### src/rtl/vcal_pkg.sv
package vcal_pkg;

    typedef enum logic [1:0] {
        ST_IDLE    = 2'd0,
        ST_SETTLE  = 2'd1,
        ST_RELEASE = 2'd2
    } vcal_state_e;

endpackage

### src/rtl/vcal_sync2.sv
module vcal_sync2 #(
    parameter int STAGES = 2
) (
    input  logic clk,
    input  logic rst_n,
    input  logic async_i,
    output logic sync_o
);
    logic [STAGES-1:0] chain_q;

    always_ff @(posedge clk or negedge rst_n) begin
        if (!rst_n) chain_q <= '0;
        else        chain_q <= {chain_q[STAGES-2:0], async_i};
    end

    assign sync_o = chain_q[STAGES-1];
endmodule

### src/rtl/vcal_settle_timer.sv
module vcal_settle_timer #(
    parameter int WAIT_W = 8
) (
    input  logic              clk,
    input  logic              rst_n,
    input  logic              load_i,
    input  logic [WAIT_W-1:0] count_i,
    output logic              expired_o
);
    logic [WAIT_W-1:0] cnt_q;

    always_ff @(posedge clk or negedge rst_n) begin
        if (!rst_n)              cnt_q <= '0;
        else if (load_i)         cnt_q <= count_i;
        else if (cnt_q != '0)    cnt_q <= cnt_q - 1'b1;
    end

    assign expired_o = (cnt_q == '0);
endmodule

### src/rtl/vcal_fsm.sv
module vcal_fsm
    import vcal_pkg::*;
#(
    parameter int CODE_W = 4
) (
    input  logic              clk,
    input  logic              rst_n,
    input  logic              start_i,
    input  logic              cmp_sync_i,
    input  logic              expired_i,
    output logic              tmr_load_o,
    output logic [CODE_W-1:0] code_o,
    output logic              fastlock_o,
    output logic              done_o,
    output logic              sat_o
);
    localparam logic [CODE_W-1:0] CODE_MAX = {CODE_W{1'b1}};

    vcal_state_e state_q, state_d;
    logic at_floor, step_down, finish;

    assign at_floor  = (code_o == '0);
    // Sample point: timer expired while settling
    assign finish    = (state_q == ST_SETTLE) && expired_i && (cmp_sync_i || at_floor);
    assign step_down = (state_q == ST_SETTLE) && expired_i && !cmp_sync_i && !at_floor;
    assign tmr_load_o = ((state_q == ST_IDLE) && start_i) || step_down;

    always_comb begin
        state_d = state_q;
        unique case (state_q)
            ST_IDLE:    if (start_i) state_d = ST_SETTLE;
            ST_SETTLE:  if (finish)  state_d = ST_RELEASE;
            ST_RELEASE: state_d = ST_IDLE;
            default:    state_d = ST_IDLE;
        endcase
    end

    always_ff @(posedge clk or negedge rst_n) begin
        if (!rst_n) state_q <= ST_IDLE;
        else        state_q <= state_d;
    end

    always_ff @(posedge clk or negedge rst_n) begin
        if (!rst_n) begin
            code_o     <= CODE_MAX;
            fastlock_o <= 1'b0;
            done_o     <= 1'b0;
            sat_o      <= 1'b0;
        end else begin
            unique case (state_q)
                ST_IDLE: begin
                    if (start_i) begin
                        code_o     <= CODE_MAX;
                        fastlock_o <= 1'b1;
                        done_o     <= 1'b0;
                        sat_o      <= 1'b0;
                    end
                end
                ST_SETTLE: begin
                    if (step_down)
                        code_o <= code_o - 1'b1;
                    else if (finish && !cmp_sync_i)
                        sat_o <= 1'b1;
                end
                ST_RELEASE: begin
                    fastlock_o <= 1'b0;
                    done_o     <= 1'b1;
                end
                default: fastlock_o <= 1'b0;
            endcase
        end
    end
endmodule

### src/rtl/vco_gain_cal.sv
module vco_gain_cal #(
    parameter int CODE_W = 4,
    parameter int WAIT_W = 8
) (
    input  logic              clk,
    input  logic              rst_n,
    input  logic              start_i,
    input  logic [WAIT_W-1:0] settle_cycles_i,
    input  logic              cmp_async_i,
    output logic [CODE_W-1:0] gain_code_o,
    output logic              fastlock_o,
    output logic              done_o,
    output logic              sat_o
);
    logic cmp_sync, expired, tmr_load;

    vcal_sync2 #(.STAGES(2)) u_sync (
        .clk     (clk),
        .rst_n   (rst_n),
        .async_i (cmp_async_i),
        .sync_o  (cmp_sync)
    );

    vcal_settle_timer #(.WAIT_W(WAIT_W)) u_timer (
        .clk       (clk),
        .rst_n     (rst_n),
        .load_i    (tmr_load),
        .count_i   (settle_cycles_i),
        .expired_o (expired)
    );

    vcal_fsm #(.CODE_W(CODE_W)) u_fsm (
        .clk        (clk),
        .rst_n      (rst_n),
        .start_i    (start_i),
        .cmp_sync_i (cmp_sync),
        .expired_i  (expired),
        .tmr_load_o (tmr_load),
        .code_o     (gain_code_o),
        .fastlock_o (fastlock_o),
        .done_o     (done_o),
        .sat_o      (sat_o)
    );
endmodule

### config.mk
export PLATFORM = sky130hd
export DESIGN_NAME = vco_gain_cal
export DESIGN_NICKNAME = d
export VERILOG_FILES = /design/src/rtl/vcal_pkg.sv /design/src/rtl/vcal_sync2.sv /design/src/rtl/vcal_settle_timer.sv /design/src/rtl/vcal_fsm.sv /design/src/rtl/vco_gain_cal.sv
export SDC_FILE = /design/constraint.sdc
export NUM_CORES = 1
export LEC_CHECK = 0
export BUFFER_PORTS_ARGS = -buffer_cell sky130_fd_sc_hd__buf_2
export CORE_MARGIN = 2
export CORE_UTILIZATION = 57
export CTS_CLUSTER_SIZE = 16
export DETAILED_ROUTE_END_ITERATION = 10
export MAX_ROUTING_LAYER = met4
export PLACE_DENSITY = 0.8
export SETUP_SLACK_MARGIN = 0.1
export SLEW_MARGIN = 0
export SYNTH_ARGS = -nofsm -noshare
export SYNTH_HDL_FRONTEND = slang
export SYNTH_SLANG_ARGS = --single-unit
export TNS_END_PERCENT = 100
### constraint.sdc
create_clock -name clk -period 5.9 [get_ports clk]
set_input_delay 0.59 -clock clk [delete_from_list [all_inputs] [get_ports clk]]
set_output_delay 0.59 -clock clk [all_outputs]
set_load 0.05 [all_outputs]
## Word-level counts from Yosys, hierarchy flattened

Cells that the tools add are included.

- Register bits after elaboration: 19
- Latch bits: 0
- Memory bits (writable): 0
- Memory bits (read-only): 0
- Output and inout bits: 7
- Word-level logic and storage cells: 54
- Memories: 0

- Add/subtract/negate cells: 2
- Multiply operators: 0
- Divide/modulo/power cells: 0
- $lt $le $gt $ge: 0
- Equality and inequality tests: 7
- Shift operators: 0
- Multiplexer cells: 15
- Bitwise logic cells: 1
- Reduce and logical (&&, ||, !) cells: 22

Operator list:

| kind | count |
|---|---|
| $mux 8 | 2 |
| $logic_not 8->1 | 1 |
| $mux 4 | 2 |
| $pmux 4 s2 | 1 |
| $reduce_bool 8->1 | 1 |
| $sub 8x1->8 const B | 1 |
| $logic_and 1x1->1 | 6 |
| $ne 2x2->1 const B | 3 |
| $pmux 1 s2 | 3 |
| $reduce_and 2->1 | 3 |
| $reduce_bool 2->1 | 3 |
| $logic_not 4->1 | 1 |
| $mux 1 | 4 |
| $mux 2 | 2 |
| $ne 2x1->1 const B | 2 |
| $pmux 2 s2 | 1 |
| $reduce_and 4->1 | 1 |
| $sub 4x1->4 const B | 1 |
| $reduce_and 3->1 | 1 |
| $eq 2x1->1 const B | 1 |
| $eq 2x2->1 const B | 1 |
| $logic_not 1->1 | 2 |
| $logic_not 2->1 | 1 |
| $logic_or 1x1->1 | 2 |
| $not 1->1 | 1 |

## Logic depth before layout (Yosys ltp)

Gate-level depths: netlist of the first run.

- Depth in word-level cells: 7
- Gate-level depth with buffers: 7
- Gate-level depth less buffers: 6

## Modules after synthesis

A second synthesis of the first run with hierarchy kept.

- Cells, all modules: 99
- Area, all modules: 983.4 sq um

By module, submodules not included:

| module | instances | cells each | area each (sq um) | seq. area each (sq um) |
|---|---|---|---|---|
| vcal_settle_timer | 1 | 54 | 476.7 | 200.2 |
| vcal_fsm | 1 | 43 | 456.7 | 230.2 |
| vcal_sync2 | 1 | 2 | 50.0 | 50.0 |

## Least setup slack after synthesis of the first run

OpenSTA, ideal clock, no wires.

- Path kind: register to register
- Start point: register u_timer.cnt_q[0]
- End point: register u_timer.cnt_q[0]
- Setup time: 0.125 ns
- Data arrival time: 2.013 ns
- Data required time: 5.775 ns
- Path slack: 3.762 ns
- Cell stages (with the launch flop): 7
- Path buffers: 1
- Clock period less this slack: 2.138 ns
- Path through: dfrtp_1 inv_1 ha_1 or3b_2 o41a_1 buf_6 mux2_4

- Word-level cells in the longest chain between the ends: 6
- Elaborated cells between the ends (all ways): 10

RTL lines:

| element | line | RTL |
|---|---|---|
| from (decl) | vcal_settle_timer.sv:10 | `logic [WAIT_W-1:0] cnt_q;` |
| from (signal assigned) | vcal_settle_timer.sv:14 | `else if (load_i) cnt_q <= count_i;` |
| from (signal assigned) | vcal_settle_timer.sv:15 | `else if (cnt_q != '0) cnt_q <= cnt_q - 1'b1;` |
| branches (longest 6 deep; another with $sub 8x1->8) | n/a |  |

Several ways; the timed one is not identified. The select of a mux whose other input is x is not followed.
A chain may end at the register's enable or synchronous reset.

## Worst setup path in the final report of the first run

Ends and elaborated chain as after synthesis.

==> results.tsv, run 1 <==
stage	metric	value	unit
global_routing	first_global_vias	801	
power	power_density	471	mW/mm2
job	max_cap_violations	0	
timing	period_needed	2.30	ns
clock_tree	cts_tree	done	
final_layout	drive_gt1_frac	0.291	
synth	netlist_instances	96	
worst_setup_path	cpLargestDelayFamily	compound AO/OA/AOI/OAI gates	
routing	final_antenna_net_count	0	
clock_tree	cts_setup_buffers	0	
outcome	status	finished, final reports clean	
timing	fin_crit_sh	0.389	
synth	syn-mean-instance-area	10.3	um2
timing	max_freq	436	MHz
routing	drc	0	
synth	yosys_warnings	0	
clock_tree	cts_hold_buf	0	
synth	ys_types	32	
floorplan	die_h	45.7	um
global_routing	grt_max_degree	20	
timing	rsz0062_at_grt	false	
clock_tree	clkLatencyLatePin	0.30	ns
timing	hold_viol	0	
placement	dpl-instance-area	0.00109	mm2
worst_setup_path	worstSetupStartpointType	flip-flop	
synth	netlist_area	990	um2
global_routing	overflow	0	
placement	port_buffers	18	
synth	ys_ff_latch	19	
placement	place_hpwl	1.53	mm
final_layout	areaGrowthSynthToFinish	12.8	%
placement	dp.cells	130	
routing	vias	821	
floorplan	die-area	0.00209	mm2
clock_tree	clk_pin_slew	0.11	ns
worst_setup_path	path_buf_inv	1	
placement	gp_congestion	0.887	
floorplan	rows	15	
clock_tree	cts-root-buf	clkbuf_4	
clock_tree	clkSinkCount	19	
timing	finalClockSkew	0.00278	ns
worst_setup_path	required	6.09	ns
power	ir_drop	225	uV
worst_setup_path	worstPathArrival	2.49	ns
floorplan	fp.coreArea	0.00167	mm2
power	leakage	0.000510	uW
routing	wl_per_cell	14.9	um
floorplan	io_pins	19	
final_layout	multiInputGateArea	460	um2
floorplan	die_w	45.7	um
clock_tree	h-tree-depth	1	
worst_setup_path	worstPathMaxFanout	9	
final_layout	fin_area	0.00112	mm2
timing	slew_headroom	0.327	
timing	finalSetupViolations	0	
final_layout	n_fill_cell	140	
timing	slew_violations	0	
routing	routed_wl	2.00	mm
timing	worst_pin_slew	1.00	ns
worst_setup_path	critPathKind	reg -> reg	
clock_tree	numCtsBuffers	3	
hold_path	hold_path.class	in -> async	
worst_setup_path	slowest_stage	o41a_1	
clock_tree	cts_max_path_buffers	2	
power	total_power	526	uW
synth	syn_nets	111	
placement	pre_cts_slack	3.62	ns
routing	via_per_inst	6.13	
routing	first_pass_iters	4	
final_layout	diodes	0	
timing	finalSetupTns	0	ns
timing	setup_ws	3.60	ns
global_routing	grt_util_all_layers	0.239	
routing	drt_iter0_markers	13	
worst_setup_path	endpoint_kind	flip-flop	
final_layout	nets	133	
worst_setup_path	critPathMaxStageDelay	0.58	ns
final_layout	fin_cells	134	
synth	synth_seq_area_share	0.485	
global_routing	grt_pass1_wl	3.36	mm
clock_tree	cts_resized	0	
worst_setup_path	path_cells	inv_1, ha_1, or3b_2, o41a_1, mux2_4	
floorplan	initial_core_util	0.593	
final_layout	regArea	480	um2
global_routing	grt_antenna_before_repair	0	
==> logic make-up (layout without fill, tap and decap cells) <==
group / after synthesis / in the layout / synth area share
DFF: 19 / 19 / 0.485
xor gates and xnor gates: 3 / 3 / 0.0266
AOI/OAI and AO/OA: 28 / 28 / 0.173
adders and majority gates: 3 / 3 / 0.0379
muxes: 3 / 3 / 0.0405
and+or+nand+nor: 29 / 29 / 0.187
buffers and inverters: 11 / 32 / 0.0493
==> placed cells by master, fill, tap and decap left out, drive strengths merged <==
master   n
o22ai    1
mux2     2
nor2b    1
o31ai    3
o21ai    8
o211ai   1
o41a     1
nand3    1
inv     10
dfstp    4
a31o     1
a21oi    8
nor2     5
a21o     1
a31oi    3
o32ai    1
and3     2
ha       3
xor2     1
nor3b    3
xnor2    2
or4      2
or3      1
nor3     5
or3b     3
mux2i    1
buf     18
nand2    4
clkbuf   4
nor4     2
dfrtp   15
==> cell type report <==
type / instances / share of cell area
clock buffers: 4 / 0.0235
inverters: 10 / 0.0336
multi-input cells: 66 / 0.413
flip-flops and latches: 19 / 0.430
well taps: 17 / 0.0191
repair buffers: 18 / 0.0807
==> metal layers <==
metal  vias up  track usage  share of wire
met5         -            -              0
met4         0        0.153          0.026
met3         7       0.0754          0.040
met2        21        0.372           0.52
met1       401        0.261           0.42
li1        392            -              -
==> sequential cells by signal, indices dropped and copies added, names as in the netlist <==
name / cells
u_fsm.code_o: 4
u_fsm.fastlock_o: 1
u_sync.chain_q: 2
u_fsm.sat_o: 1
u_fsm.done_o: 1
u_timer.cnt_q: 8
u_fsm.state_q: 2
==> worst paths after layout <==
kind / start / to / slack, ns / cells after the start
setup / recovery: u_timer.cnt_q[0]$_DFFE_PN0P_ / u_timer.cnt_q[0]$_DFFE_PN0P_ / 3.60 / 5
hold / removal: rst_n / u_timer.cnt_q[1]$_DFFE_PN0P_ / 0.21 / 1
setup reg to reg: u_timer.cnt_q[0]$_DFFE_PN0P_ / u_timer.cnt_q[0]$_DFFE_PN0P_ / 3.60 / 5
hold reg to reg: u_sync.chain_q[0]$_DFF_PN0_ / u_sync.chain_q[1]$_DFF_PN0_ / 0.36 / 0
max in group asynchronous: rst_n / u_fsm.code_o[3]$_DFFE_PN1P_ / 5.37 / 1
min in group clk: u_sync.chain_q[0]$_DFF_PN0_ / u_sync.chain_q[1]$_DFF_PN0_ / 0.36 / 0
==> power by group <==
part	switching, uW	internal, uW
combinational	134	97.7
sequential	48.3	179
clock	40.2	26.3
total	223	303
==> per-stage QoR <==
step	utilization	hold WS, ns
after global placement	0.652	0.332
after detailed placement	0.652	0.335
after floorplan	-	0.294
final	0.668	0.205
after global routing	0.668	0.225
after CTS	0.668	0.224
==> Yosys cell counts <==
| cell type | count | area share |
|---|---|---|
| nor3_1 | 5 | 0.025 |
| o32ai_1 | 1 | 0.0089 |
| nor2_1 | 5 | 0.019 |
| o31ai_1 | 3 | 0.023 |
| or4_4 | 1 | 0.011 |
| a31oi_1 | 3 | 0.019 |
| xnor2_1 | 2 | 0.018 |
| nor3b_1 | 3 | 0.023 |
| a21oi_1 | 8 | 0.040 |
| o41a_1 | 1 | 0.011 |
| mux2_4 | 2 | 0.030 |
| nand3_1 | 1 | 0.0051 |
| a31o_2 | 1 | 0.0089 |
| o211ai_1 | 1 | 0.0076 |
| dfstp_2 | 4 | 0.11 |
| ha_1 | 3 | 0.038 |
| nor2b_1 | 1 | 0.0063 |
| dfrtp_1 | 15 | 0.38 |
| nand2_1 | 4 | 0.015 |
| or3_1 | 1 | 0.0063 |
| nor4_1 | 1 | 0.0063 |
| o21ai_0 | 8 | 0.040 |
| or3b_2 | 3 | 0.027 |
| mux2i_1 | 1 | 0.010 |
| inv_1 | 10 | 0.038 |
| buf_6 | 1 | 0.011 |
| o22ai_1 | 1 | 0.0063 |
| a21o_1 | 1 | 0.0076 |
| and3_1 | 2 | 0.013 |
| or4_2 | 1 | 0.0089 |
| nor4_4 | 1 | 0.021 |
| xor2_1 | 1 | 0.0089 |
(Power assumes the default switching activity.)
==> inputs of run 2 (changes only) <==
--- a/config.mk
+++ b/config.mk
@@ -7,11 +7,11 @@
 export LEC_CHECK = 0
 export BUFFER_PORTS_ARGS = -buffer_cell sky130_fd_sc_hd__buf_2
 export CORE_MARGIN = 2
-export CORE_UTILIZATION = 57
+export CORE_UTILIZATION = 53
 export CTS_CLUSTER_SIZE = 16
 export DETAILED_ROUTE_END_ITERATION = 10
 export MAX_ROUTING_LAYER = met4
-export PLACE_DENSITY = 0.8
+export PLACE_DENSITY = 0.75
 export SETUP_SLACK_MARGIN = 0.1
 export SLEW_MARGIN = 0
 export SYNTH_ARGS = -nofsm -noshare
==> constraint.sdc (replaced) <==
create_clock -name clk -period 2.2 [get_ports clk]
set_input_delay 0.22 -clock clk [delete_from_list [all_inputs] [get_ports clk]]
set_output_delay 0.22 -clock clk [all_outputs]
set_load 0.05 [all_outputs]
==> results.tsv, run 2 (same netlist as run 1, synthesis figures left out) <==
stage	metric	value	unit
outcome	status	finished, final reports clean	
routing	first_pass_iters	4	
timing	slew_headroom	0.722	
power	seq_power_share	0.390	
floorplan	die-area	0.00223	mm2
clock_tree	cts_max_path_buffers	2	
clock_tree	cts_tree	done	
clock_tree	h-tree-depth	1	
final_layout	most-common-layout-cells	buf_2 (18), dfrtp_1 (15), buf_4 (10)	
worst_setup_path	endpoint	u_timer.cnt_q[0]$_DFFE_PN0P_	
global_routing	grt_antenna_before_repair	0	
clock_tree	clkSinkCount	19	
floorplan	initial_core_util	0.567	
worst_setup_path	critPathKind	reg -> reg	
final_layout	largest_registers	u_timer.cnt_q (8), u_fsm.code_o (4)	
power	power_density	1230	mW/mm2
placement	port_buffers	18	
power	total_power	1530	uW
timing	rsz0062_at_grt	false	
floorplan	fp.coreArea	0.00175	mm2
final_layout	diodes	0	
routing	drc	0	
timing	finalSetupTns	0	ns
worst_setup_path	worstPathMaxFanout	5	
power	p_comb_frac	0.494	
timing	worst_pin_slew	0.416	ns
timing	whs	0.0209	ns
floorplan	die_h	47.2	um
clock_tree	numCtsBuffers	3	
global_routing	met2_usage	0.384	
global_routing	grt_util_met1	0.289	
power	p_int	888	uW
final_layout	nets	145	
global_routing	busiest_layer	met2	
floorplan	die_w	47.2	um
global_routing	grt_max_degree	20	
worst_setup_path	endpoint_kind	flip-flop	
floorplan	io_pins	19	
power	swShare	0.419	
hold_path	hold_path.class	in -> reg	
final_layout	fin_cells	154	
timing	fin_crit_sh	0.943	
worst_setup_path	crit_start	u_timer.cnt_q[1]$_DFFE_PN0P_	
timing	finalSetupViolations	0	
timing	hold_viol	0	
timing	slew_violations	0	
routing	wl_per_cell	14.2	um
worst_setup_path	worstSetupStartpointType	flip-flop	
power	leakage	0.000568	uW
placement	dp.cells	144	
global_routing	grt_util_all_layers	0.239	
final_layout	areaGrowthSynthToFinish	25.7	%
final_layout	drive_gt1_frac	0.380	
final_layout	largest_register_ffs	8	
global_routing	grt_pass1_wl	3.55	mm
placement	gp_congestion	0.863	
worst_setup_path	required	2.39	ns
timing	period_needed	2.08	ns
routing	drt_iter0_markers	5	
floorplan	rows	15	
routing	via_per_inst	5.61	
worst_setup_path	reg2reg_depth	5	
worst_setup_path	rr_endpoint	u_timer.cnt_q[0]$_DFFE_PN0P_	
final_layout	largest-register	u_timer.cnt_q	
global_routing	first_global_vias	799	
timing	finalClockSkew	0.00411	ns
power	p_switching	640	uW
timing	max_freq	482	MHz
power	p_clk_frac	0.116	
clock_tree	clk_pin_slew	0.11	ns
placement	place_hpwl	1.46	mm
routing	final_antenna_net_count	0	
worst_setup_path	reg2reg_setup_slack	0.12	ns
clock_tree	cts-root-buf	clkbuf_4	
worst_setup_path	rr_startpoint	u_timer.cnt_q[1]$_DFFE_PN0P_	
power	ir_drop	663	uV
global_routing	grtUsageMet3	0.0385	
job	max_cap_violations	0	
worst_setup_path	worstPathArrival	2.27	ns
final_layout	layout_commonest_cell	buf_2	
routing	vias	864	
global_routing	overflow	0	
clock_tree	clkLatencyLatePin	0.30	ns
routing	routed_wl	2.19	mm
-- run 2: what timing repair did --
action | CTS | global route
hold endpoints to repair | 15 | 0
gates cloned | 1 | 0
hold buffers | 1 | 0
resized for setup | 0 | 5
pin swaps | 1 | 2
setup endpoints to repair | 3 | 8
setup buffers | 0 | 4
-- run 2: metrics by stage --
| step | util | instance area, um2 | setup WS [ns] |
|---|---|---|---|
| after floorplan | - | 992 | 0.108 |
| final | 0.713 | 1240 | 0.125 |
| after global routing | 0.713 | 1240 | 0.0875 |
| after detailed placement | 0.657 | 1150 | 0.0159 |
| after CTS | 0.685 | 1200 | 0.145 |
| after global placement | 0.657 | 1150 | 0.0901 |
-- run 2: power by group through the flow --
stage | clock network (uW) | logic, uW | registers [uW]
after floorplan | 0 | 388 | 709
after global placement | 0 | 644 | 593
after detailed placement | 0 | 672 | 600
after CTS | 182 | 682 | 593
after global routing | 199 | 820 | 611
final | 177 | 754 | 596
-- run 2: area by class of cell --
cell class | count | area, um2
clock buffers | 3 | 22.5
clock inverters | 1 | 5.00
fillers | 144 | 502
inverters | 10 | 37.5
multi-input cells | 67 | 492
flip-flops and latches | 19 | 480
well taps | 25 | 31.3
repair buffers | 29 | 175
-- run 2: worst min path at each step --
stage | startpoint | end | slack [ns] | depth (start not counted)
2_1_floorplan | rst_n | u_fsm.done_o$_DFFE_PN0P_ | -0.08 | 0
3_3_place_gp | rst_n | u_fsm.sat_o$_DFFE_PN0P_ | 0.17 | 1
3_5_place_dp | rst_n | u_fsm.sat_o$_DFFE_PN0P_ | 0.18 | 1
4_1_cts | cmp_async_i | u_sync.chain_q[0]$_DFF_PN0_ | 0.02 | 1
5_1_grt | cmp_async_i | u_sync.chain_q[0]$_DFF_PN0_ | 0.004 | 1
6_report | cmp_async_i | u_sync.chain_q[0]$_DFF_PN0_ | 0.02 | 1
-- run 2: layer usage --
metal / routed length, um / part of all wire
met5: 0 / 0
met4: 54 / 0.025
met3: 92 / 0.042
met2: 1090 / 0.50
met1: 949 / 0.43
-- run 2: critical path, cell delays in order (launching register included) --
cell     delay (ns)
dfrtp_1        0.42
inv_2          0.11
ha_4           0.15
or3b_4         0.42
o41a_1         0.54
mux2_4         0.33
==> inputs of run 3 (changes only) <==
--- a/config.mk
+++ b/config.mk
@@ -6,12 +6,11 @@
 export NUM_CORES = 1
 export LEC_CHECK = 0
 export BUFFER_PORTS_ARGS = -buffer_cell sky130_fd_sc_hd__buf_2
-export CORE_MARGIN = 2
-export CORE_UTILIZATION = 53
+export CORE_MARGIN = 10
+export CORE_UTILIZATION = 40
 export CTS_CLUSTER_SIZE = 16
 export DETAILED_ROUTE_END_ITERATION = 10
 export MAX_ROUTING_LAYER = met4
-export PLACE_DENSITY = 0.75
 export SETUP_SLACK_MARGIN = 0.1
 export SLEW_MARGIN = 0
 export SYNTH_ARGS = -nofsm -noshare
==> results.tsv, run 3 (same netlist as run 1, synthesis figures left out) <==
stage	metric	value	unit
outcome	status	finished, final reports clean	
final_layout	fin_cells	157	
placement	gp_congestion	0.775	
clock_tree	clkSinkCount	19	
final_layout	largest_register_ffs	8	
placement	place_hpwl	1.55	mm
worst_setup_path	path_cells	inv_2, ha_4, or3b_4, o41a_1, mux2_4	
routing	wl_per_cell	14.2	um
power	ir_drop	604	uV
global_routing	grt_pass1_wl	3.68	mm
routing	vias	849	
timing	fin_crit_sh	0.926	
power	power_density	1210	mW/mm2
floorplan	die_w	69.7	um
global_routing	met2_usage	0.129	
clock_tree	clkLatencyLatePin	0.30	ns
floorplan	die_h	69.7	um
timing	rsz0062_at_grt	false	
global_routing	busiest_layer	met2	
clock_tree	cts_tree	done	
worst_setup_path	endpoint_kind	flip-flop	
routing	first_pass_iters	4	
global_routing	overflow	0	
worst_setup_path	slowest_stage	o41a_1	
final_layout	layout_commonest_cell	buf_2	
global_routing	grt_util_met1	0.115	
global_routing	grt_antenna_before_repair	0	
routing	final_antenna_net_count	0	
worst_setup_path	critPathKind	reg -> reg	
timing	slew_headroom	0.618	
clock_tree	numCtsBuffers	3	
final_layout	regArea	480	um2
floorplan	fp.coreArea	0.00228	mm2
final_layout	drive_gt1_frac	0.364	
final_layout	diodes	0	
clock_tree	cts-root-buf	clkbuf_4	
floorplan	initial_core_util	0.435	
clock_tree	clk_pin_slew	0.11	ns
final_layout	largest-register	u_timer.cnt_q	
worst_setup_path	worstSetupStartpointType	flip-flop	
clock_tree	cts_max_path_buffers	2	
routing	drc	0	
floorplan	die-area	0.00486	mm2
timing	finalSetupViolations	0	
final_layout	fin_area	0.00124	mm2
worst_setup_path	worstPathMaxFanout	5	
global_routing	first_global_vias	811	
placement	dpl-instance-area	0.00117	mm2
routing	drt_iter0_markers	24	
worst_setup_path	required	2.40	ns
placement	dp.cells	149	
final_layout	multiInputGateArea	487	um2
final_layout	n_fill_cell	201	
final_layout	post-route-util	0.547	
job	max_cap_violations	0	
global_routing	grtUsageMet3	0.0200	
timing	finalSetupTns	0	ns
power	total_power	1500	uW
timing	finalClockSkew	0.00280	ns
timing	worst_pin_slew	0.568	ns
global_routing	grt_util_all_layers	0.0909	
floorplan	io_pins	19	
routing	routed_wl	2.24	mm
placement	port_buffers	18	
timing	period_needed	2.04	ns
final_layout	largest_registers	u_timer.cnt_q (8), u_fsm.code_o (4)	
timing	max_freq	491	MHz
worst_setup_path	critPathMaxStageDelay	0.53	ns
global_routing	grt_max_degree	20	
routing	via_per_inst	5.41	
timing	slew_violations	0	
final_layout	nets	145	
clock_tree	h-tree-depth	1	
hold_path	hold_path.class	in -> reg	
timing	hold_viol	0	
power	leakage	0.000567	uW
final_layout	areaGrowthSynthToFinish	25.8	%
floorplan	rows	17	
final_layout	most-common-layout-cells	buf_2 (18), dfrtp_1 (15), buf_4 (9)	
worst_setup_path	worstPathArrival	2.24	ns
-- run 3: metrics by stage --
| step | hold WS [ns] | setup slack (ns) |
|---|---|---|
| 2_1_floorplan | -0.0756 | 0.108 |
| 3_3_place_gp | 0.184 | 0.104 |
| 3_5_place_dp | 0.186 | 0.0699 |
| 4_1_cts | 0.00171 | 0.136 |
| 5_1_grt | 0.121 | 0.101 |
| 6_report | 0.136 | 0.162 |
-- run 3: routing by layer --
metal | routed length (um) | vias to the layer above
met5 | 0 | -
met4 | 49 | 0
met3 | 77 | 4
met2 | 989 | 21
met1 | 1120 | 403
li1 | - | 421
-- run 3: critical path, delay by kind of cell, from the launching register on --
family / cells / cell delay [ns]
flip-flops: 1 / 0.41
AO/OA/AOI/OAI: 1 / 0.53
multiplexers: 1 / 0.33
AND/OR/NAND/NOR: 1 / 0.41
adder cells (fa/ha/maj): 1 / 0.15
buffers and inverters: 1 / 0.10
-- run 3: worst paths after layout --
check                                                   from                            to  slack, ns  cells after the start
worst max-delay path            u_timer.cnt_q[0]$_DFFE_PN0P_  u_timer.cnt_q[0]$_DFFE_PN0P_       0.16                      5
worst min-delay path                      settle_cycles_i[3]  u_timer.cnt_q[3]$_DFFE_PN0P_       0.14                      2
worst max register to register  u_timer.cnt_q[0]$_DFFE_PN0P_  u_timer.cnt_q[0]$_DFFE_PN0P_       0.16                      5
worst min register to register   u_sync.chain_q[0]$_DFF_PN0_   u_sync.chain_q[1]$_DFF_PN0_       0.36                      0
max in group asynchronous                              rst_n   u_fsm.code_o[3]$_DFFE_PN1P_       1.50                      2
min in group asynchronous                              rst_n      u_fsm.done_o$_DFFE_PN0P_       0.37                      2
-- run 3: where the power goes --
| part | internal (uW) | switching [uW] |
|---|---|---|
| Sequential | 481 | 116 |
| Clock | 67.9 | 115 |
| Combinational | 327 | 397 |
-- run 3: repair_timing --
item	in CTS	in global routing
resized for setup	0	4
pin swaps	1	2
setup buffers	0	1
endpoints found under the hold margin	15	1
hold buffers	1	1
gates cloned	0	1
endpoints found under the setup margin	3	7
-- run 3: area by class of cell --
class	instances	area share
repair buffers	29	0.143
clock inverters	1	0.00402
inverters	10	0.0302
flip-flops and latches	19	0.386
well taps	28	0.0281
multi-input cells	67	0.391
clock buffers	3	0.0181
